File: src/rtl/obc_pkg.sv
package obc_pkg;
    localparam int DAC_W = 8;
    localparam logic [DAC_W-1:0] RESET_CODE = 8'd128;
    localparam int TARGET_RES_BITS = 12;

    typedef enum logic {
        STROBE_LOW  = 1'b0,
        STROBE_HIGH = 1'b1
    } strobe_pol_e;
endpackage

File: src/rtl/obc_window_qual.sv
module obc_window_qual
    import obc_pkg::*;
(
    input  logic win_i,
    input  logic win_pol_i,
    output logic active_o
);
    strobe_pol_e pol;

    always_comb begin
        pol      = strobe_pol_e'(win_pol_i);
        active_o = (pol == STROBE_HIGH) ? win_i : ~win_i;
    end
endmodule

File: src/rtl/obc_error_calc.sv
module obc_error_calc
    import obc_pkg::*;
#(
    parameter int ADC_W = 12,
    parameter int FRAC  = 0,
    localparam int UW   = ADC_W + FRAC,
    localparam int EW   = UW + 1
) (
    input  logic [ADC_W-1:0]    sample_i,
    input  logic [DAC_W-1:0]    target_i,
    output logic signed [EW-1:0] err_o
);
    logic [UW-1:0] units;

    generate
        if (FRAC > 0) begin : g_fine
            always_comb units = {sample_i, {FRAC{1'b0}}};
        end else begin : g_direct
            always_comb units = sample_i;
        end
    endgenerate

    always_comb begin
        err_o = $signed({1'b0, UW'(target_i)}) - $signed({1'b0, units});
    end
endmodule

File: src/rtl/obc_integrator.sv
module obc_integrator
    import obc_pkg::*;
#(
    parameter int K  = 4,
    parameter int EW = 13
) (
    input  logic                 clk,
    input  logic                 rst_n,
    input  logic                 active_i,
    input  logic                 off_i,
    input  logic [DAC_W-1:0]     target_i,
    input  logic signed [EW-1:0] err_i,
    output logic [DAC_W-1:0]     code_o
);
    localparam int AW      = DAC_W + K;
    localparam int SW      = ((AW > EW) ? AW : EW) + 2;
    localparam int ACC_TOP = (1 << AW) - 1;
    localparam logic [AW-1:0] ACC_RST = {RESET_CODE, {K{1'b0}}};

    typedef struct packed {
        logic [AW-1:0] acc;
    } integ_t;

    integ_t s_q, s_d;
    logic signed [SW-1:0] sum_d;

    always_comb begin
        s_d   = s_q;
        sum_d = $signed({{(SW-AW){1'b0}}, s_q.acc})
              + $signed({{(SW-EW){err_i[EW-1]}}, err_i});
        if (off_i) begin
            s_d.acc = {target_i, {K{1'b0}}};
        end else if (active_i) begin
            if (sum_d < 0) begin
                s_d.acc = '0;
            end else if (sum_d > ACC_TOP) begin
                s_d.acc = '1;
            end else begin
                s_d.acc = sum_d[AW-1:0];
            end
        end
    end

    always_ff @(posedge clk) begin
        if (!rst_n) begin
            s_q.acc <= ACC_RST;
        end else begin
            s_q <= s_d;
        end
    end

    assign code_o = s_q.acc[AW-1:K];

    // reset value appears on the code
    a_r1_reset_code: assert property (@(posedge clk)
        !rst_n |=> code_o == RESET_CODE);

    // hold outside the window
    a_r2_hold_outside: assert property (@(posedge clk) disable iff (!rst_n)
        (!active_i && !off_i) |=> $stable(code_o));

    // positive error never lowers the code (no wrap at the top)
    a_r5_rise_no_wrap: assert property (@(posedge clk) disable iff (!rst_n)
        (active_i && !off_i && err_i > 0) |=> code_o >= $past(code_o));

    // negative error never raises the code (no wrap at zero)
    a_r5_fall_no_wrap: assert property (@(posedge clk) disable iff (!rst_n)
        (active_i && !off_i && err_i < 0) |=> code_o <= $past(code_o));

    // static offset follows the target
    a_r6_off_follows: assert property (@(posedge clk) disable iff (!rst_n)
        off_i |=> code_o == $past(target_i));
endmodule

File: src/rtl/black_clamp_servo.sv
module black_clamp_servo
    import obc_pkg::*;
#(
    parameter int ADC_W = 12,
    parameter int K     = 4
) (
    input  logic             clk,
    input  logic             rst_n,
    input  logic [ADC_W-1:0] sample_i,
    input  logic             win_i,
    input  logic             win_pol_i,
    input  logic [7:0]       target_i,
    input  logic             loop_off_i,
    output logic [7:0]       dac_code_o
);
    localparam int FRAC = (ADC_W < TARGET_RES_BITS) ? (TARGET_RES_BITS - ADC_W) : 0;
    localparam int EW   = ADC_W + FRAC + 1;

    logic                 active;
    logic signed [EW-1:0] err;

    obc_window_qual u_win (
        .win_i     (win_i),
        .win_pol_i (win_pol_i),
        .active_o  (active)
    );

    obc_error_calc #(.ADC_W(ADC_W), .FRAC(FRAC)) u_err (
        .sample_i (sample_i),
        .target_i (target_i),
        .err_o    (err)
    );

    obc_integrator #(.K(K), .EW(EW)) u_int (
        .clk      (clk),
        .rst_n    (rst_n),
        .active_i (active),
        .off_i    (loop_off_i),
        .target_i (target_i),
        .err_i    (err),
        .code_o   (dac_code_o)
    );
endmodule

File: config.mk
export PLATFORM = sky130hd
export DESIGN_NAME = black_clamp_servo
export DESIGN_NICKNAME = d
export VERILOG_FILES = /design/src/rtl/obc_pkg.sv /design/src/rtl/obc_window_qual.sv /design/src/rtl/obc_error_calc.sv /design/src/rtl/obc_integrator.sv /design/src/rtl/black_clamp_servo.sv
export SDC_FILE = /design/constraint.sdc
export NUM_CORES = 1
export LEC_CHECK = 0
export ABC_AREA = 1
export BUFFER_PORTS_ARGS = -buffer_cell sky130_fd_sc_hd__buf_2
export CAP_MARGIN = 30
export CORE_AREA = 3 3 56 78
export CTS_CLUSTER_DIAMETER = 40
export DETAILED_ROUTE_END_ITERATION = 8
export DIE_AREA = 0 0 59 81
export HOLD_SLACK_MARGIN = 0.12
export PLACE_DENSITY = 0.76
export SYNTH_ARGS = -nofsm -noshare
export SYNTH_HDL_FRONTEND = slang
export SYNTH_SLANG_ARGS = --single-unit
export TNS_END_PERCENT = 1
File: constraint.sdc
create_clock -name clk -period 3.6 [get_ports clk]
set_clock_uncertainty 0.2 [all_clocks]
set_input_delay 0.36 -clock clk [delete_from_list [all_inputs] [get_ports clk]]
set_output_delay 0.36 -clock clk [all_outputs]
set_load 0.01 [all_outputs]
==> results of run 1 <==
[kinds of logic (layout without fill, tap and decap cells)]
group                    Yosys count  after routing  share of synthesized area [%]
AO/OA/AOI/OAI                     48             48                           14.9
XOR/XNOR                          17             17                           8.05
adder cells (fa/ha/maj)           22             22                           15.7
buffers and inverters             63             95                           14.6
flip-flops                        12             12                           13.0
AND/OR/NAND/NOR                  137            137                           33.7
[final cells by class]
class | count | area share (%)
multi-input cells | 224 | 64.2
flip-flops and latches | 12 | 11.5
inverters | 54 | 9.71
repair buffers | 37 | 9.47
clock buffers | 4 | 2.64
well taps | 42 | 2.52
[placed cells by master (no fill, tap or decap), drive strengths merged]
master / count
inv: 54
o21bai: 1
and2: 1
a21oi: 28
a22o: 5
ha: 20
o31ai: 1
o21ai: 9
nand3: 15
clkbuf: 4
o211ai: 1
dfxtp: 12
a31oi: 2
xnor2: 6
fa: 2
nand2: 91
a31o: 1
buf: 37
nor4: 1
nor2: 23
nand4: 4
nor3: 2
xor2: 11
[worst register-to-register path, stage by stage (launching register included)]
cell and delay, ns:
dfxtp_1 0.33, ha_1 0.20, inv_1 0.06, fa_1 0.40
inv_1 0.13, nand3_1 0.10, nand2_1 0.17, nand3_1 0.09
nand3_1 0.08, nand2_1 0.10, nand2_2 0.12, nand2_4 0.09
nand2_1 0.07, nand2_1 0.05, a21oi_1 0.14
[worst paths after layout]
path | start | to | slack [ns]
max | target_i[0] | u_int.s_q[11] | 0.38
min | target_i[7] | u_int.s_q[11] | 0.16
max reg2reg | u_int.s_q[0] | u_int.s_q[3] | 1.19
min reg2reg | u_int.s_q[0] | u_int.s_q[0] | 0.27
[metrics by stage]
stage	util [%]	instances	hold slack (ns)	power, mW
2_1_floorplan	-	299	0.249	0.466
6_report	56.3	373	0.164	0.721
3_5_place_dp	54.8	369	0.264	0.557
5_1_grt	56.3	373	0.186	0.780
3_3_place_gp	54.8	369	0.262	0.555
4_1_cts	56.3	373	0.168	0.717
[layer usage]
layer / up-vias / wire length [um] / GRT usage (%)
met4: 0 / 213 / 13.2
met1: 892 / 1900 / 22.3
met3: 19 / 169 / 2.70
met2: 55 / 2580 / 41.2
li1: 1011 / - / -
met5: - / 0 / 0
[power by group]
group / switching (mW) / internal (mW)
Clock: 0.0605 / 0.0971
Sequential: 0.00908 / 0.144
Combinational: 0.252 / 0.158
==> metrics.cfg, run 1 <==
[critical_path]
crit_arrival_ns=3.16
path_class=input port to flip-flop
cp_max_fo=9
critical-path-top-delay-family=adder cells
slowest_delay_ns=0.45
cp.required_ns=3.54
start_kind=input port
worst-r2r-cell-count=14
cp.depth=20
cp-end-kind=flip-flop
critical_path_buf_inv_count=2
crit_top_cell=nand2_1
path_cells=buf_2, inv_1, ha_1, fa_1, o21ai_2, a31o_2, nand2_1, xor2_1, ha_1, nand2_1, nor2_1, nand2_1, a21oi_1, nor2_1, nand2_1, nand2_2, nand2_4, o21ai_1, nand2_1, nand3_1
cp_slowest_cell=fa_1

[detailed_routing]
wirelength_mm=4.86
drtAntennaViolNets=0
firstDrtPassIters=4
drtIter0Drc=44
vias=1977
routedWlPerCell_um=13.0
via_per_inst=5.30
drt_drc_violations_left=0

[synth]
synth.avg_cell_area_sq_um=6.19
synth.distinct_cells=31
yosysMostFrequentCell=nand2_1
synth_edf_count=0
syn_area_sq_um=1850
ys.flop_type=dfxtp_1
syn_inst=299
synth_area_leaders=nand2_1 (17%), ha_1 (14%), dfxtp_1 (13%), inv_1 (11%), a21oi_1 (7.6%)
ys_ff_latch=12
synth_top_cell_area_share_pct=16.8
yosysSeqAreaShare_pct=13.0
syn_nets=346
yosys_warnings=0
ys_top_cells_by_count=nand2_1 (83), inv_1 (52), a21oi_1 (28)
synth_area_leader_cell=nand2_1
synthArstFlopShare_pct=0

[placed_design]
pre_cts_ws_ns=0.112
portBuffers=32
dpl-instance-area_sq_um=2030
place.gp.congestion=0.959
dp_hpwl_mm=4.08

[die]
die_h_um=81
core_area_sq_um=3710
initial_core_util_pct=49.9
design.die.area_sq_um=4780
ios=33
row_count=26
die_w_um=59

[sta]
finalSetupTns_ns=0
post-route-period-util_pct=89.4
finalHoldViolations=0
fin_ws_ns=0.380
fin_crit_ns=3.22
worst_pin_slew_ns=0.364
slew_headroom_pct=75.7
max_freq_ghz=0.311
drv_slew=0
grt_setup_unrepaired=false
finalSetupViolCount=0

[cts]
clk_latency_ns=0.25
cts_tree=done
clock_sinks=12
clkSlewWorstSetupHoldPaths_ns=0.06
cts_made_buffers=3
htree_levels=1
cts_buffer_depth=2
postCtsSetupBuffers=0
cts-root-buf=clkbuf_8
postCtsHoldBufs=0
cts_resized=0

[power_and_ir_drop]
irDropWorstVdd_mv=0.170
power.density_nw_per_um2=345
p_leak_nw=1.18

[cells_and_area]
largest_reg_flops=12
areaGrowthSynthToFinish_pct=12.8
multi_input_area_sq_um=1340
fillers=419
max_flop_register=u_int.s_q
fin_area_sq_um=2090
num_antenna_cells=0
reg_top3=u_int.s_q: 12 flops
drive_above_1_share_pct=17.8
regArea_sq_um=240
fin_nets=379

[global_routing]
grt_pass1_vias=1930
grt_pass1_wl_mm=8.07
grt_overflow_total=0
grt_max_degree=10
grtUsageTotal_pct=21.9
antenna_found_initial=0

[outcome]
status=finished, final reports clean

[run]
max_cap_violations=0

[worst_hold_path]
holdPathStages=3
hp-class=input port to flip-flop

Power figures use the tool's default switching activity.
==> run 2, diff against run 1 <==
Settings changed: BUFFER_PORTS_ARGS -buffer_cell sky130_fd_sc_hd__buf_2 to -buffer_cell sky130_fd_sc_hd__buf_4, SKIP_LAST_GASP from default to 1.
==> run 2 against run 1 <==
  * Sequential share of layout area shrank 0.39 points
  * Wire length shrank 2.7%
  * Non-clock buffer count shrank 2
  * Count of clock-buffer cells in the layout is the same
  * Final area grew 3.5%
  * Total power grew 0.12%
  * Global-route usage is essentially flat
  * Register-to-register slack gained 0.05 ns
  * Cell count shrank 0.54%
  * Flip-flop and latch count is the same
  * Critical path type unchanged
==> metrics.cfg, run 2 (synthesis gave the netlist of run 1 again) <==
[die]
initial_core_util_pct=49.9  ; unchanged
die_w_um=59  ; unchanged
die_h_um=81  ; unchanged
row_count=26  ; unchanged
design.die.area_sq_um=4780  ; unchanged
core_area_sq_um=3710  ; unchanged
ios=33  ; unchanged

[detailed_routing]
routedWlPerCell_um=12.8  ; -2.1%
via_per_inst=5.20  ; -2.0%
firstDrtPassIters=4  ; unchanged
drtAntennaViolNets=0  ; unchanged
vias=1928  ; -2.5%
drt_drc_violations_left=0  ; unchanged
wirelength_mm=4.73  ; -2.7%
drtIter0Drc=29  ; -34%

[cts]
postCtsSetupBuffers=0  ; unchanged
cts_buffer_depth=2  ; unchanged
postCtsHoldBufs=0  ; unchanged
cts_tree=done
clkSlewWorstSetupHoldPaths_ns=0.06  ; about the same
cts_made_buffers=3  ; unchanged
cts_resized=0  ; unchanged
clock_sinks=12  ; unchanged
clk_latency_ns=0.25  ; about the same
htree_levels=1  ; unchanged
cts-root-buf=clkbuf_8

[critical_path]
crit_path_end=u_int.s_q[9]
start_kind=input port
cp.required_ns=3.53  ; about the same
cp_max_fo=9  ; unchanged
crit_path_start=sample_i[0]
crit_arrival_ns=3.22  ; +0.06 ns
rr_endpoint=u_int.s_q[4]
cp-end-kind=flip-flop
path_class=input port to flip-flop
worst-r2r-cell-count=14  ; unchanged
r2r_start=u_int.s_q[0]
r2r_slack_ns=1.24  ; +0.05 ns

[placed_design]
portBuffers=32  ; unchanged
place.gp.congestion=0.928  ; -3.2%
dp_hpwl_mm=4.07  ; -0.34%
dpl-instance-area_sq_um=2100  ; +3.2%

[cells_and_area]
num_antenna_cells=0  ; unchanged
largest_reg_flops=12  ; unchanged
drive_above_1_share_pct=17.3  ; -0.50 points
multi_input_area_sq_um=1350  ; +0.56%
layout_commonest_cell=nand2_1
areaGrowthSynthToFinish_pct=16.8
final_cell_mix=nand2_1 (83), inv_1 (52), buf_4 (35)
regArea_sq_um=240  ; unchanged
fin_nets=377  ; -0.53%
reg_top3=u_int.s_q: 12 flops
fin_area_sq_um=2160  ; +3.5%
max_flop_register=u_int.s_q
fillers=394  ; -6.0%

[global_routing]
grt_pass1_wl_mm=8.04  ; -0.35%
grt_pass1_vias=1925  ; -0.26%
grt_overflow_total=0  ; unchanged
top_usage_layer=met2
met1_usage_pct=23.2  ; +0.92 points
antenna_found_initial=0  ; unchanged
grt_max_degree=10  ; unchanged
grtUsageTotal_pct=21.9  ; -0.047 points
met2_usage_pct=39.8  ; -1.3 points
use_met3_pct=2.38  ; -0.32 points

[sta]
post-route-period-util_pct=91.4  ; +2.0 points
worst_pin_slew_ns=0.368  ; +0.00449 ns
grt_setup_unrepaired=false
finalSetupViolCount=0  ; unchanged
fin_crit_ns=3.29  ; +0.0723 ns
drv_slew=0  ; unchanged
finalHoldViolations=0  ; unchanged
max_freq_ghz=0.304  ; -2.2%
slew_headroom_pct=75.4  ; -0.30 points
finalSetupTns_ns=0  ; unchanged

[power_and_ir_drop]
irDropWorstVdd_mv=0.181  ; +6.3%
p_leak_nw=1.19  ; +1.3%
finalPower_uw=722  ; +0.12%
power.density_nw_per_um2=334  ; -3.2%

[outcome]
status=finished, final reports clean

[worst_hold_path]
hp-class=input port to flip-flop

[run]
max_cap_violations=0  ; unchanged

==> run 2: worst min path at each step <==
| stage | start | endpoint | slack, ns | cells after the start |
|---|---|---|---|---|
| final | target_i[7] | u_int.s_q[11] | 0.16 | 3 |
| after global routing | target_i[7] | u_int.s_q[11] | 0.17 | 3 |
| after CTS | target_i[7] | u_int.s_q[11] | 0.16 | 3 |
| after detailed placement | u_int.s_q[0] | u_int.s_q[0] | 0.26 | 2 |
| after global placement | u_int.s_q[0] | u_int.s_q[0] | 0.26 | 2 |
| after floorplan | u_int.s_q[0] | u_int.s_q[0] | 0.25 | 2 |
==> run 2: power by group <==
group	switching, mW	internal, mW	leakage, nW	total [mW]
Sequential	0.00972	0.144	0.0986	0.153
Clock	0.0556	0.0969	0.0288	0.153
Combinational	0.250	0.166	1.06	0.416
Total	0.315	0.407	1.19	0.722
==> run 2: layout make-up <==
cell class | instances | area share [%]
Clock buffer | 4 | 2.55
Multi-Input combinational cell | 224 | 62.4
Tap cell | 42 | 2.43
Inverter | 54 | 9.38
Timing Repair Buffer | 35 | 12.2
Sequential cell | 12 | 11.1
==> run 2: metrics by stage <==
stage | cells | hold slack [ns] | util (%) | setup WS, ns
after floorplan | 299 | 0.249 | - | 0.513
after global placement | 367 | 0.261 | 56.6 | 0.0622
after detailed placement | 367 | 0.264 | 56.6 | 0.0341
after CTS | 371 | 0.162 | 58.1 | 0.276
after global routing | 371 | 0.173 | 58.3 | 0.00949
final | 371 | 0.164 | 58.3 | 0.308
==> run 2: worst max-delay path: stages <==
cell	delay, ns
buf_4	0.11
ha_1	0.25
fa_1	0.46
o21ai_4	0.22
a31o_2	0.21
nand2_1	0.06
xor2_1	0.16
ha_1	0.36
nand2_1	0.10
nor2_1	0.18
nand2_1	0.07
a21oi_1	0.12
nor2_1	0.06
nand2_1	0.09
nand2_2	0.09
nand2_4	0.12
nand2_1	0.08
nand2_1	0.06
a21oi_1	0.05
==> run 2: per-layer routing <==
metal	up-vias	routed length, um
met2	50	2440
met1	845	1930
met3	22	123
li1	1011	-
met4	0	237
met5	-	0
